File: config.mk
export PLATFORM = sky130hd
export DESIGN_NAME = uart_rx_bus
export DESIGN_NICKNAME = d
export VERILOG_FILES = /design/src/rtl/uart_rx_pkg.sv /design/src/rtl/uart_rx_sync.sv /design/src/rtl/uart_rx_frame.sv /design/src/rtl/uart_rx_regs.sv /design/src/rtl/uart_rx_bus.sv
export SDC_FILE = /design/constraint.sdc
export NUM_CORES = 1
export LEC_CHECK = 0
export BUFFER_PORTS_ARGS = -buffer_cell sky130_fd_sc_hd__buf_2
export CORE_UTILIZATION = 30
export DETAILED_ROUTE_END_ITERATION = 8
export PLACE_DENSITY_LB_ADDON = 0.2
export SLEW_MARGIN = 40
export SYNTH_ARGS = -nofsm -noshare
export SYNTH_HDL_FRONTEND = slang
export SYNTH_SLANG_ARGS = --single-unit
File: constraint.sdc
create_clock -name clk -period 1.55 [get_ports clk]
set_clock_uncertainty 0.05 [all_clocks]
set_input_delay 0.155 -clock clk [delete_from_list [all_inputs] [get_ports clk]]
set_output_delay 0.155 -clock clk [all_outputs]
set_load 0.005 [all_outputs]
File: src/rtl/uart_rx_pkg.sv
package uart_rx_pkg;

  typedef enum logic [0:0] {
    RX_IDLE = 1'b0,
    RX_BUSY = 1'b1
  } rx_state_e;

  localparam int ST_DA   = 0;
  localparam int ST_OE   = 1;
  localparam int ST_PE   = 2;
  localparam int ST_FE   = 3;
  localparam int ST_PEN  = 4;
  localparam int ST_EVEN = 5;

endpackage

File: src/rtl/uart_rx_sync.sv
module uart_rx_sync #(
  parameter int STAGES = 2
) (
  input  logic clk,
  input  logic rst_n,
  input  logic din,
  output logic line,
  output logic fall
);

  logic [STAGES:0] sh_q;
  logic [STAGES:0] sh_d;

  always_comb begin
    sh_d = {sh_q[STAGES-1:0], din};
  end

  always_ff @(posedge clk or negedge rst_n) begin
    if (!rst_n) sh_q <= '1;
    else        sh_q <= sh_d;
  end

  assign line = sh_q[STAGES-1];
  assign fall = sh_q[STAGES] & ~sh_q[STAGES-1];

endmodule

File: src/rtl/uart_rx_frame.sv
module uart_rx_frame
  import uart_rx_pkg::*;
#(
  parameter int DATA_BITS    = 8,
  parameter int OVERSAMPLE   = 16,
  parameter int SAMPLE_POINT = 7
) (
  input  logic                 clk,
  input  logic                 rst_n,
  input  logic                 line,
  input  logic                 fall,
  input  logic                 par_en,
  input  logic                 par_even,
  output logic                 load,
  output logic [DATA_BITS-1:0] word,
  output logic                 perr,
  output logic                 ferr
);

  localparam int CNT_W = $clog2(OVERSAMPLE);
  localparam int IDX_W = $clog2(DATA_BITS + 3);
  localparam logic [CNT_W-1:0] CNT_LAST = CNT_W'(OVERSAMPLE - 1);
  localparam logic [CNT_W-1:0] CNT_SMP  = CNT_W'(SAMPLE_POINT);
  localparam logic [IDX_W-1:0] IDX_DLST = IDX_W'(DATA_BITS);
  localparam logic [IDX_W-1:0] IDX_PAR  = IDX_W'(DATA_BITS + 1);

  rx_state_e            st_q, st_d;
  logic [CNT_W-1:0]     cnt_q, cnt_d;
  logic [IDX_W-1:0]     idx_q, idx_d;
  logic [DATA_BITS-1:0] sh_q, sh_d;
  logic                 pb_q, pb_d;
  logic                 exp_par;
  logic                 smp;

  assign exp_par = par_even ? (^sh_q) : ~(^sh_q);
  assign smp     = (st_q == RX_BUSY) && (cnt_q == CNT_SMP);

  always_comb begin
    st_d  = st_q;
    cnt_d = cnt_q;
    idx_d = idx_q;
    sh_d  = sh_q;
    pb_d  = pb_q;
    load  = 1'b0;
    perr  = 1'b0;
    ferr  = 1'b0;
    case (st_q)
      RX_IDLE: begin
        if (fall) begin
          st_d  = RX_BUSY;
          cnt_d = '0;
          idx_d = '0;
        end
      end
      default: begin
        cnt_d = (cnt_q == CNT_LAST) ? '0 : cnt_q + 1'b1;
        if (smp) begin
          if (idx_q == '0) begin
            if (line) st_d = RX_IDLE;
            idx_d = idx_q + 1'b1;
          end else if (idx_q <= IDX_DLST) begin
            sh_d  = {line, sh_q[DATA_BITS-1:1]};
            idx_d = idx_q + 1'b1;
          end else if ((idx_q == IDX_PAR) && par_en) begin
            pb_d  = line;
            idx_d = idx_q + 1'b1;
          end else begin
            load = 1'b1;
            ferr = ~line;
            perr = par_en && (pb_q != exp_par);
            st_d = RX_IDLE;
          end
        end
      end
    endcase
  end

  always_ff @(posedge clk or negedge rst_n) begin
    if (!rst_n) begin
      st_q  <= RX_IDLE;
      cnt_q <= '0;
      idx_q <= '0;
      sh_q  <= '0;
      pb_q  <= 1'b0;
    end else begin
      st_q  <= st_d;
      cnt_q <= cnt_d;
      idx_q <= idx_d;
      sh_q  <= sh_d;
      pb_q  <= pb_d;
    end
  end

  assign word = sh_q;

  a_r2_fall_starts: assert property (@(posedge clk) disable iff (!rst_n)
    (st_q == RX_IDLE && fall) |=> (st_q == RX_BUSY));

  a_r4_load_single: assert property (@(posedge clk) disable iff (!rst_n)
    load |=> !load);

  a_r3_load_at_sample: assert property (@(posedge clk) disable iff (!rst_n)
    load |=> (st_q == RX_IDLE));

endmodule

File: src/rtl/uart_rx_regs.sv
module uart_rx_regs
  import uart_rx_pkg::*;
#(
  parameter int DATA_BITS = 8,
  parameter int BUS_W     = 8
) (
  input  logic                 clk,
  input  logic                 rst_n,
  input  logic                 load,
  input  logic [DATA_BITS-1:0] word,
  input  logic                 perr,
  input  logic                 ferr,
  input  logic                 rd_act,
  input  logic                 wr_act,
  input  logic                 reg_sel,
  input  logic [BUS_W-1:0]     wr_data,
  output logic [BUS_W-1:0]     rd_data,
  output logic                 da,
  output logic                 oe,
  output logic                 pe,
  output logic                 fe,
  output logic                 par_en,
  output logic                 par_even
);

  logic [DATA_BITS-1:0] hold_q, hold_d;
  logic                 da_d, oe_d, pe_d, fe_d;
  logic [1:0]           ctrl_q, ctrl_d;
  logic                 clr_da, clr_st;
  logic [BUS_W-1:0]     status;
  logic [BUS_W-1:0]     hold_bus;

  assign clr_da = rd_act & ~reg_sel;
  assign clr_st = rd_act &  reg_sel;

  always_comb begin
    hold_d = load ? word : hold_q;
    da_d   = load ? 1'b1 : (clr_da ? 1'b0 : da);
    oe_d   = (load && da && !clr_da) ? 1'b1 : (clr_st ? 1'b0 : oe);
    pe_d   = (load && perr) ? 1'b1 : (clr_st ? 1'b0 : pe);
    fe_d   = (load && ferr) ? 1'b1 : (clr_st ? 1'b0 : fe);
    ctrl_d = wr_act ? wr_data[1:0] : ctrl_q;
  end

  always_ff @(posedge clk or negedge rst_n) begin
    if (!rst_n) begin
      hold_q <= '0;
      da     <= 1'b0;
      oe     <= 1'b0;
      pe     <= 1'b0;
      fe     <= 1'b0;
      ctrl_q <= '0;
    end else begin
      hold_q <= hold_d;
      da     <= da_d;
      oe     <= oe_d;
      pe     <= pe_d;
      fe     <= fe_d;
      ctrl_q <= ctrl_d;
    end
  end

  assign par_en   = ctrl_q[0];
  assign par_even = ctrl_q[1];

  always_comb begin
    status          = '0;
    status[ST_DA]   = da;
    status[ST_OE]   = oe;
    status[ST_PE]   = pe;
    status[ST_FE]   = fe;
    status[ST_PEN]  = ctrl_q[0];
    status[ST_EVEN] = ctrl_q[1];
    hold_bus        = BUS_W'(hold_q);
    if (!rd_act)      rd_data = '0;
    else if (reg_sel) rd_data = status;
    else              rd_data = hold_bus;
  end

  a_r4_load_sets_da: assert property (@(posedge clk) disable iff (!rst_n)
    load |=> da);

  a_r7_overrun: assert property (@(posedge clk) disable iff (!rst_n)
    (load && da && !clr_da) |=> oe);

  a_r7_no_overrun_on_read: assert property (@(posedge clk) disable iff (!rst_n)
    (load && clr_da && !oe && !clr_st) |=> !oe);

  a_r10_hold_clear: assert property (@(posedge clk) disable iff (!rst_n)
    (clr_da && !load) |=> !da);

  a_r10_status_clear: assert property (@(posedge clk) disable iff (!rst_n)
    (clr_st && !load) |=> (!oe && !pe && !fe));

  a_r11_ctrl_hold: assert property (@(posedge clk) disable iff (!rst_n)
    !wr_act |=> $stable(ctrl_q));

endmodule

File: src/rtl/uart_rx_bus.sv
module uart_rx_bus #(
  parameter int DATA_BITS    = 8,
  parameter int OVERSAMPLE   = 16,
  parameter int SAMPLE_POINT = 7,
  parameter int SYNC_STAGES  = 2
) (
  input  logic       clk,
  input  logic       rst_n,
  input  logic       ser_in,
  input  logic       sel_a,
  input  logic       sel_b,
  input  logic       sel_n,
  input  logic       dir_rd,
  input  logic       wr_stb,
  input  logic       reg_sel,
  input  logic [7:0] wr_data,
  output logic [7:0] rd_data,
  output logic       data_avail,
  output logic       err_flag,
  output logic       frame_err
);

  localparam int BUS_W = 8;

  logic                 line, fall;
  logic                 load, perr, ferr;
  logic [DATA_BITS-1:0] word;
  logic                 rd_act, wr_act;
  logic                 da, oe, pe, fe;
  logic                 par_en, par_even;

  assign rd_act = sel_a & sel_b & ~sel_n &  dir_rd;
  assign wr_act = sel_a & sel_b & ~sel_n & ~dir_rd & wr_stb;

  uart_rx_sync #(
    .STAGES(SYNC_STAGES)
  ) u_sync (
    .clk  (clk),
    .rst_n(rst_n),
    .din  (ser_in),
    .line (line),
    .fall (fall)
  );

  uart_rx_frame #(
    .DATA_BITS   (DATA_BITS),
    .OVERSAMPLE  (OVERSAMPLE),
    .SAMPLE_POINT(SAMPLE_POINT)
  ) u_frame (
    .clk     (clk),
    .rst_n   (rst_n),
    .line    (line),
    .fall    (fall),
    .par_en  (par_en),
    .par_even(par_even),
    .load    (load),
    .word    (word),
    .perr    (perr),
    .ferr    (ferr)
  );

  uart_rx_regs #(
    .DATA_BITS(DATA_BITS),
    .BUS_W    (BUS_W)
  ) u_regs (
    .clk     (clk),
    .rst_n   (rst_n),
    .load    (load),
    .word    (word),
    .perr    (perr),
    .ferr    (ferr),
    .rd_act  (rd_act),
    .wr_act  (wr_act),
    .reg_sel (reg_sel),
    .wr_data (wr_data),
    .rd_data (rd_data),
    .da      (da),
    .oe      (oe),
    .pe      (pe),
    .fe      (fe),
    .par_en  (par_en),
    .par_even(par_even)
  );

  assign data_avail = da;
  assign err_flag   = oe | pe;
  assign frame_err  = fe;

  a_r8_pin_follows_flags: assert property (@(posedge clk) disable iff (!rst_n)
    (load && perr) |=> err_flag);

endmodule

==> results of run 1 <==
==> cell families (layout without fill, tap and decap cells) <==
logic type,after synthesis,count (layout),share of synthesized area (%)
simple gates,39,39,11.9
fa+ha+maj,4,4,2.93
flops,35,35,51.5
compound gates,19,20,7.77
xor+xnor,9,9,5.42
buf+inv,9,67,2.64
mux,28,28,17.9
==> layout make-up <==
class                      instances  area, um2  area share (%)
sequential                        35        880            36.9
clock buffer                       5       68.8            2.89
timing repair buffer              54        390            16.4
tap                               72       90.1            3.78
clock inverter                     3       43.8            1.84
multi-input combinational        100        891            37.4
inverter                           5       18.8           0.788
==> synth_stat cells (all sizes together), types with 2 or more instances <==
cell type   n
ha          4
mux2       20
inv         5
o21ai      10
nor2b       4
nor3        2
nand2      11
buf         2
dfrtp      32
a32o        2
xnor2       7
or2         2
a21oi       3
clkbuf      2
mux2i       8
and2        3
nor2       10
dfstp       3
==> per-layer routing <==
metal | global-route usage, % | vias up | wire length, um
met5 | 0 | - | 0
met4 | 5.47 | 0 | 78
met3 | 4.59 | 8 | 185
met2 | 22.0 | 30 | 1760
met1 | 16.1 | 588 | 1540
li1 | - | 618 | -
==> state kept, by name, indices dropped and copies added, names as in the netlist <==
| signal | cells |
|---|---|
| u_frame.pb_q | 1 |
| u_regs.fe | 1 |
| u_regs.da | 1 |
| u_frame.st_q | 1 |
| u_frame.idx_q | 4 |
| u_frame.cnt_q | 4 |
| u_regs.oe | 1 |
| u_sync.sh_q | 3 |
| u_frame.word | 8 |
| u_regs.hold_bus | 8 |
| u_regs.ctrl_q | 2 |
| u_regs.pe | 1 |
==> power by group through the flow <==
stage	clock network, mW	logic (mW)	registers [mW]
floorplan	0	0.664	1.23
global placement	0	1.06	1.22
detailed placement	0	1.10	1.23
CTS	0.845	1.19	1.22
global route	0.884	1.58	1.25
finish	0.817	1.43	1.22
==> per-stage QoR <==
step                      setup WS, ps  cells
after floorplan                  -48.0    143
after global placement            -123    252
after detailed placement          -171    252
after CTS                        -99.5    266
after global routing              -163    274
final                            -81.7    274
==> worst min-delay path by stage <==
stage,startpoint,cells past startpoint,endpoint
after floorplan,rst_n,0,u_frame.cnt_q[0]
after global placement,rst_n,2,u_regs.ctrl_q[1]
after detailed placement,rst_n,2,u_regs.ctrl_q[1]
after CTS,wr_data[1],2,u_regs.ctrl_q[1]
after global routing,wr_data[0],2,u_regs.ctrl_q[0]
final,wr_data[1],2,u_regs.ctrl_q[1]
==> worst max-delay path: cells and delay by family, from the launching register on <==
kind | cells | cell delay, ps
DFF | 1 | 390
AOI/OAI and AO/OA | 2 | 340
buffers and inverters | 2 | 290
muxes | 1 | 290
adders and majority gates | 1 | 160
==> repair_timing <==
item                                   4_1_cts  5_1_grt
endpoints found under the hold margin       33        0
pin swaps                                    6        7
gates resized for setup                      6       12
setup endpoints to repair                   20       26
buffers inserted                             3        8
hold buffers                                 2        0
gates cloned                                 1        0
==> qor.yml, run 1 <==
status: "finished, violations left"
violations: "setup timing"
max_stage_delay_ps: 390
fmax_mhz: 613
root_buffer: "clkbuf_8"
syn_inst: 143
power_density_mw_per_mm2: 1460
design_area_mm2: 0.00238
cp.required_ps: 1680
fp-row-count: 27
timing.rr.start: "u_frame.idx_q[0]"
timing.rr.end: "u_regs.hold_bus[7]"
ys_top_cells_by_area: "dfrtp_1, mux2_2, mux2i_1"
power.internal_mw: 2.39
drtIter0Drc: 33
gp_congestion: 0.764
timing_hold_violations_final: 0
synth_top_area_cell: "dfrtp_1"
clockBufferDepth: 2
avgRoutedWirePerCell_um: 13.0
io_pins: 28
synth-seq-area-share_pct: 51.5
hold_class: "in2reg"
hold_slack_ps: 52.8
power.total_mw: 3.47
drive_above_1_share_pct: 50.0
cts_buffers: 5
drt-total-wl_um: 3560
seqPwrFrac_pct: 35.3
grt_usage_pct: 13.4
num_vias: 1244
fin_setup_tns_ps: -1170
max_slew_margin_pct: 69.8
synth_top_area_share_pct: 46.9
drv_cap: 0
synth.ff_latch_count: 35
rrSetupSlack_ps: -80
cts.sinks: 35
crit_path_end: "u_regs.hold_bus[7]"
synth.net_count: 164
tightest_slew_ps: 453
port_buffers: 21
final_common_cell: "dfrtp_1"
fin_crit_sh_pct: 105
endpoint_kind: "flop"
antennaDiodeCount: 0
vdd_ir_drop_max_uv: 746
syn_area_mm2: 0.00171
grt_start_max_net_pins: 36
pwr-share-clk_pct: 23.6
nFillCells: 530
setup_ws_ps: -81.7
chipWidth_um: 77.5
viasPerCell: 4.54
crit_chain: "buf_6 -> ha_4 -> a21oi_4 -> o211ai_4 -> buf_12 -> mux2_4"
dieArea_mm2: 0.00600
grt_pass1_wl_um: 6110
core-area_mm2: 0.00551
grt_pass1_vias: 1274
htreeDepth: 2
p_comb_share_pct: 41.2
antenna_found_initial: 0
setup_viol: 20
initial_core_util_pct: 31.0
cts_tree: "built"
p_sw_share_pct: 31.0
synth_cell_types: 35
insertion_delay_ps: 290
fin_util_pct: 43.3
synth_warnings: 0
gr-total-overflow: 0
placed_area_mm2: 0.00205
crit_path_top_delay_cell: "dfrtp_1"
cp-start-kind: "flop"
period_needed_ps: 1630
synth-edff-count: 0
p_leak_nw: 1.18
dr.pass1.iters: 4
mostFrequentLayoutCells: "dfrtp_1, buf_4, buf_2"
area_growth_pct: 39.5
nets: 222
switching_power_mw: 1.08
fp.dieH_um: 77.5
syn_avg_cell_area_um2: 11.9
crit_type: "reg2reg"
worstPathArrival_ps: 1760
path_clk_slew_ps: 70
synth-async-reset-ratio_pct: 100
route.detailed.drc: 0
drtAntennaViolNets: 0
drv_slew: 0
dp_hpwl_um: 2440
worstPathMaxFanout: 7
cp-startpoint: "u_frame.idx_q[0]"
r2r_cells: 6
rsz0062_at_grt: "yes"
synth_flop_cell: "dfrtp_1"
(Power assumes the default switching activity.)
==> inputs of run 2 (changes only) <==
Settings changed: CORE_ASPECT_RATIO from default to 1.2, CTS_BUF_LIST from default to sky130_fd_sc_hd__clkbuf_8.
==> run 2 against run 1 <==
- the flow still finishes with violations (setup timing)
- total power rose by 2.7%
- non-clock buffer count decreased by 6
- wire length is 2.7% higher
- count of clock-buffer cells in the layout rose by 1
- via count shrank 0.16%
- register-to-register slack better by 20 ps
- critical path depth grew 1
- setup slack gained 19 ps
- clock power grew 3.3%
- critical endpoint is now u_frame.idx_q[2]
- die area barely moved
- sequential share of layout area grew 0.39 points
==> qor.yml, run 2 (synthesis results as in run 1) <==
avgRoutedWirePerCell_um: 14.2  # +9.1%
use_met3_pct: 4.20  # -0.39 points
grt_usage_pct: 13.7  # +0.23 points
clockBufferDepth: 2  # unchanged
area_growth_pct: 38.2
endpoint_kind: "flop"
grt_pass1_vias: 1306  # +2.5%
drtIter0Drc: 43  # +30%
port_buffers: 21  # unchanged
io_pins: 28  # unchanged
rsz0062_at_grt: "yes"
drt-total-wl_um: 3660  # +2.7%
grt_start_max_net_pins: 36  # unchanged
hold_slack_ps: 47.1  # -5.75 ps
drtAntennaViolNets: 0  # unchanged
fin_crit_sh_pct: 104  # -1.2 points
gp_congestion: 0.704  # -7.9%
tightest_slew_ps: 488  # +35.1 ps
nFillCells: 520  # -1.9%
fin_util_pct: 44.0  # +0.70 points
dp_hpwl_um: 2480  # +1.4%
violations: "setup timing"
busiest_layer: "met2"
cp-start-kind: "flop"
vdd_ir_drop_max_uv: 697  # -6.6%
dieArea_mm2: 0.00600  # about the same
drv_slew: 0  # unchanged
power_density_mw_per_mm2: 1510  # +3.6%
root_buffer: "clkbuf_8"
htreeDepth: 2  # unchanged
worstPathMaxFanout: 3  # -4
max_slew_margin_pct: 67.4  # -2.3 points
cts_buffers: 5  # unchanged
num_vias: 1242  # -0.16%
grt_pass1_wl_um: 6200  # +1.6%
final_common_cell: "dfrtp_1"
cp.required_ps: 1710  # +30 ps
core-area_mm2: 0.00537  # -2.5%
grtUsageMet1_pct: 16.3  # +0.19 points
gr-total-overflow: 0  # unchanged
period_needed_ps: 1610  # -18.6 ps
setup_viol: 17  # -15%
cts_tree: "built"
drive_above_1_share_pct: 49.5  # -0.51 points
crit_buf_inv: 2  # unchanged
cts.sinks: 35  # unchanged
route.detailed.drc: 0  # unchanged
chipWidth_um: 70.9  # -8.5%
fp.dieH_um: 84.7  # +9.3%
crit_path_top_delay_cell: "dfrtp_1"
p_leak_nw: 1.19  # +0.43%
worstPathArrival_ps: 1780  # +20 ps
mostFrequentLayoutCells: "dfrtp_1, buf_4, buf_2"
drv_cap: 0  # unchanged
antennaDiodeCount: 0  # unchanged
status: "finished, violations left"
fmax_mhz: 620  # +1.2%
nets: 216  # -2.7%
crit_chain: "inv_2 -> ha_4 -> a21oi_4 -> buf_6 -> o21ai_4 -> or3b_1 -> a21oi_2"
dr.pass1.iters: 5  # +1
max_stage_delay_ps: 390  # about the same
insertion_delay_ps: 280  # about the same
viasPerCell: 4.81  # +6.0%
path_delay_family: "flip-flops"
fp-row-count: 29  # +7.4%
setup_ws_ps: -63.1  # +18.6 ps
hold_class: "in2reg"
grt_use_met2_pct: 23.5  # +1.5 points
timing_hold_violations_final: 0  # unchanged
crit_type: "reg2reg"
initial_core_util_pct: 31.8  # +0.79 points
antenna_found_initial: 0  # unchanged
path_clk_slew_ps: 70  # about the same
## run 2: cell types whose count changed in the layout (fill, tap and decap cells not counted), moves of 2 or more
| cell | delta |
|---|---|
| buf_12 | -2 |
| buf_4 | -4 |
| mux2_2 | -7 |
| mux2_4 | +7 |
| nand2_2 | -2 |
| xnor2_1 | -2 |
| xnor2_2 | +2 |
## run 2: worst register-to-register path, delay by kind of cell (launching register included)
family,cells,cell delay [ps]
DFF,1,390
and+or+nand+nor,1,380
AOI/OAI and AO/OA,3,340
buffers and inverters,2,230
adders and majority gates,1,150
## run 2: repair_timing
action	4_1_cts	5_1_grt
resized for setup	23	6
hold buffers	2	0
gates cloned	1	0
endpoints found under the setup margin	21	22
pin swaps	6	5
buffers inserted	3	3
endpoints found under the hold margin	33	0
## run 2: cell type report
type	instances	area, um2	share of cell area, %
Timing Repair Buffer	48	320	13.6
Inverter	5	18.8	0.795
Clock inverter	2	35.0	1.48
Tap cell	62	77.6	3.29
Clock buffer	6	82.6	3.50
Sequential cell	35	881	37.3
Multi-Input combinational cell	100	946	40.1
## run 2: worst paths after layout
check                                      start               end  slack, ps  cells after the start
worst max-delay path            u_frame.idx_q[1]  u_frame.idx_q[2]        -60                      7
min in group asynchronous                  rst_n  u_regs.ctrl_q[1]        380                      3
max in group asynchronous                  rst_n    u_sync.sh_q[2]        710                      3
worst max register to register  u_frame.idx_q[1]  u_frame.idx_q[2]        -60                      7
worst min-delay path                  wr_data[1]  u_regs.ctrl_q[1]         50                      2
worst min register to register    u_sync.sh_q[0]    u_sync.sh_q[1]        310                      0
## run 2: power breakdown
part           leakage [nW]  total, mW  switching, mW  internal [mW]
sequential            0.453       1.25          0.163           1.08
clock                0.0612      0.844          0.324          0.520
combinational         0.673       1.47          0.608          0.860
## run 2: layer usage
metal	vias up	part of all wire (%)
li1	603	-
met1	612	43
met2	25	53
met3	2	3.6
met4	0	0.63
met5	-	0
## run 2: metrics by stage
step,cell area [um2],TNS [ps],power [mW],std cells,worst slack (ps)
4_1_cts,2310,-954,3.51,255,-66.8
2_1_floorplan,1740,-499,1.90,143,-48.0
5_1_grt,2360,-1840,3.80,258,-113
6_report,2360,-817,3.56,258,-63.1
3_5_place_dp,2030,-2610,2.33,241,-158
3_3_place_gp,2030,-2450,2.29,241,-150
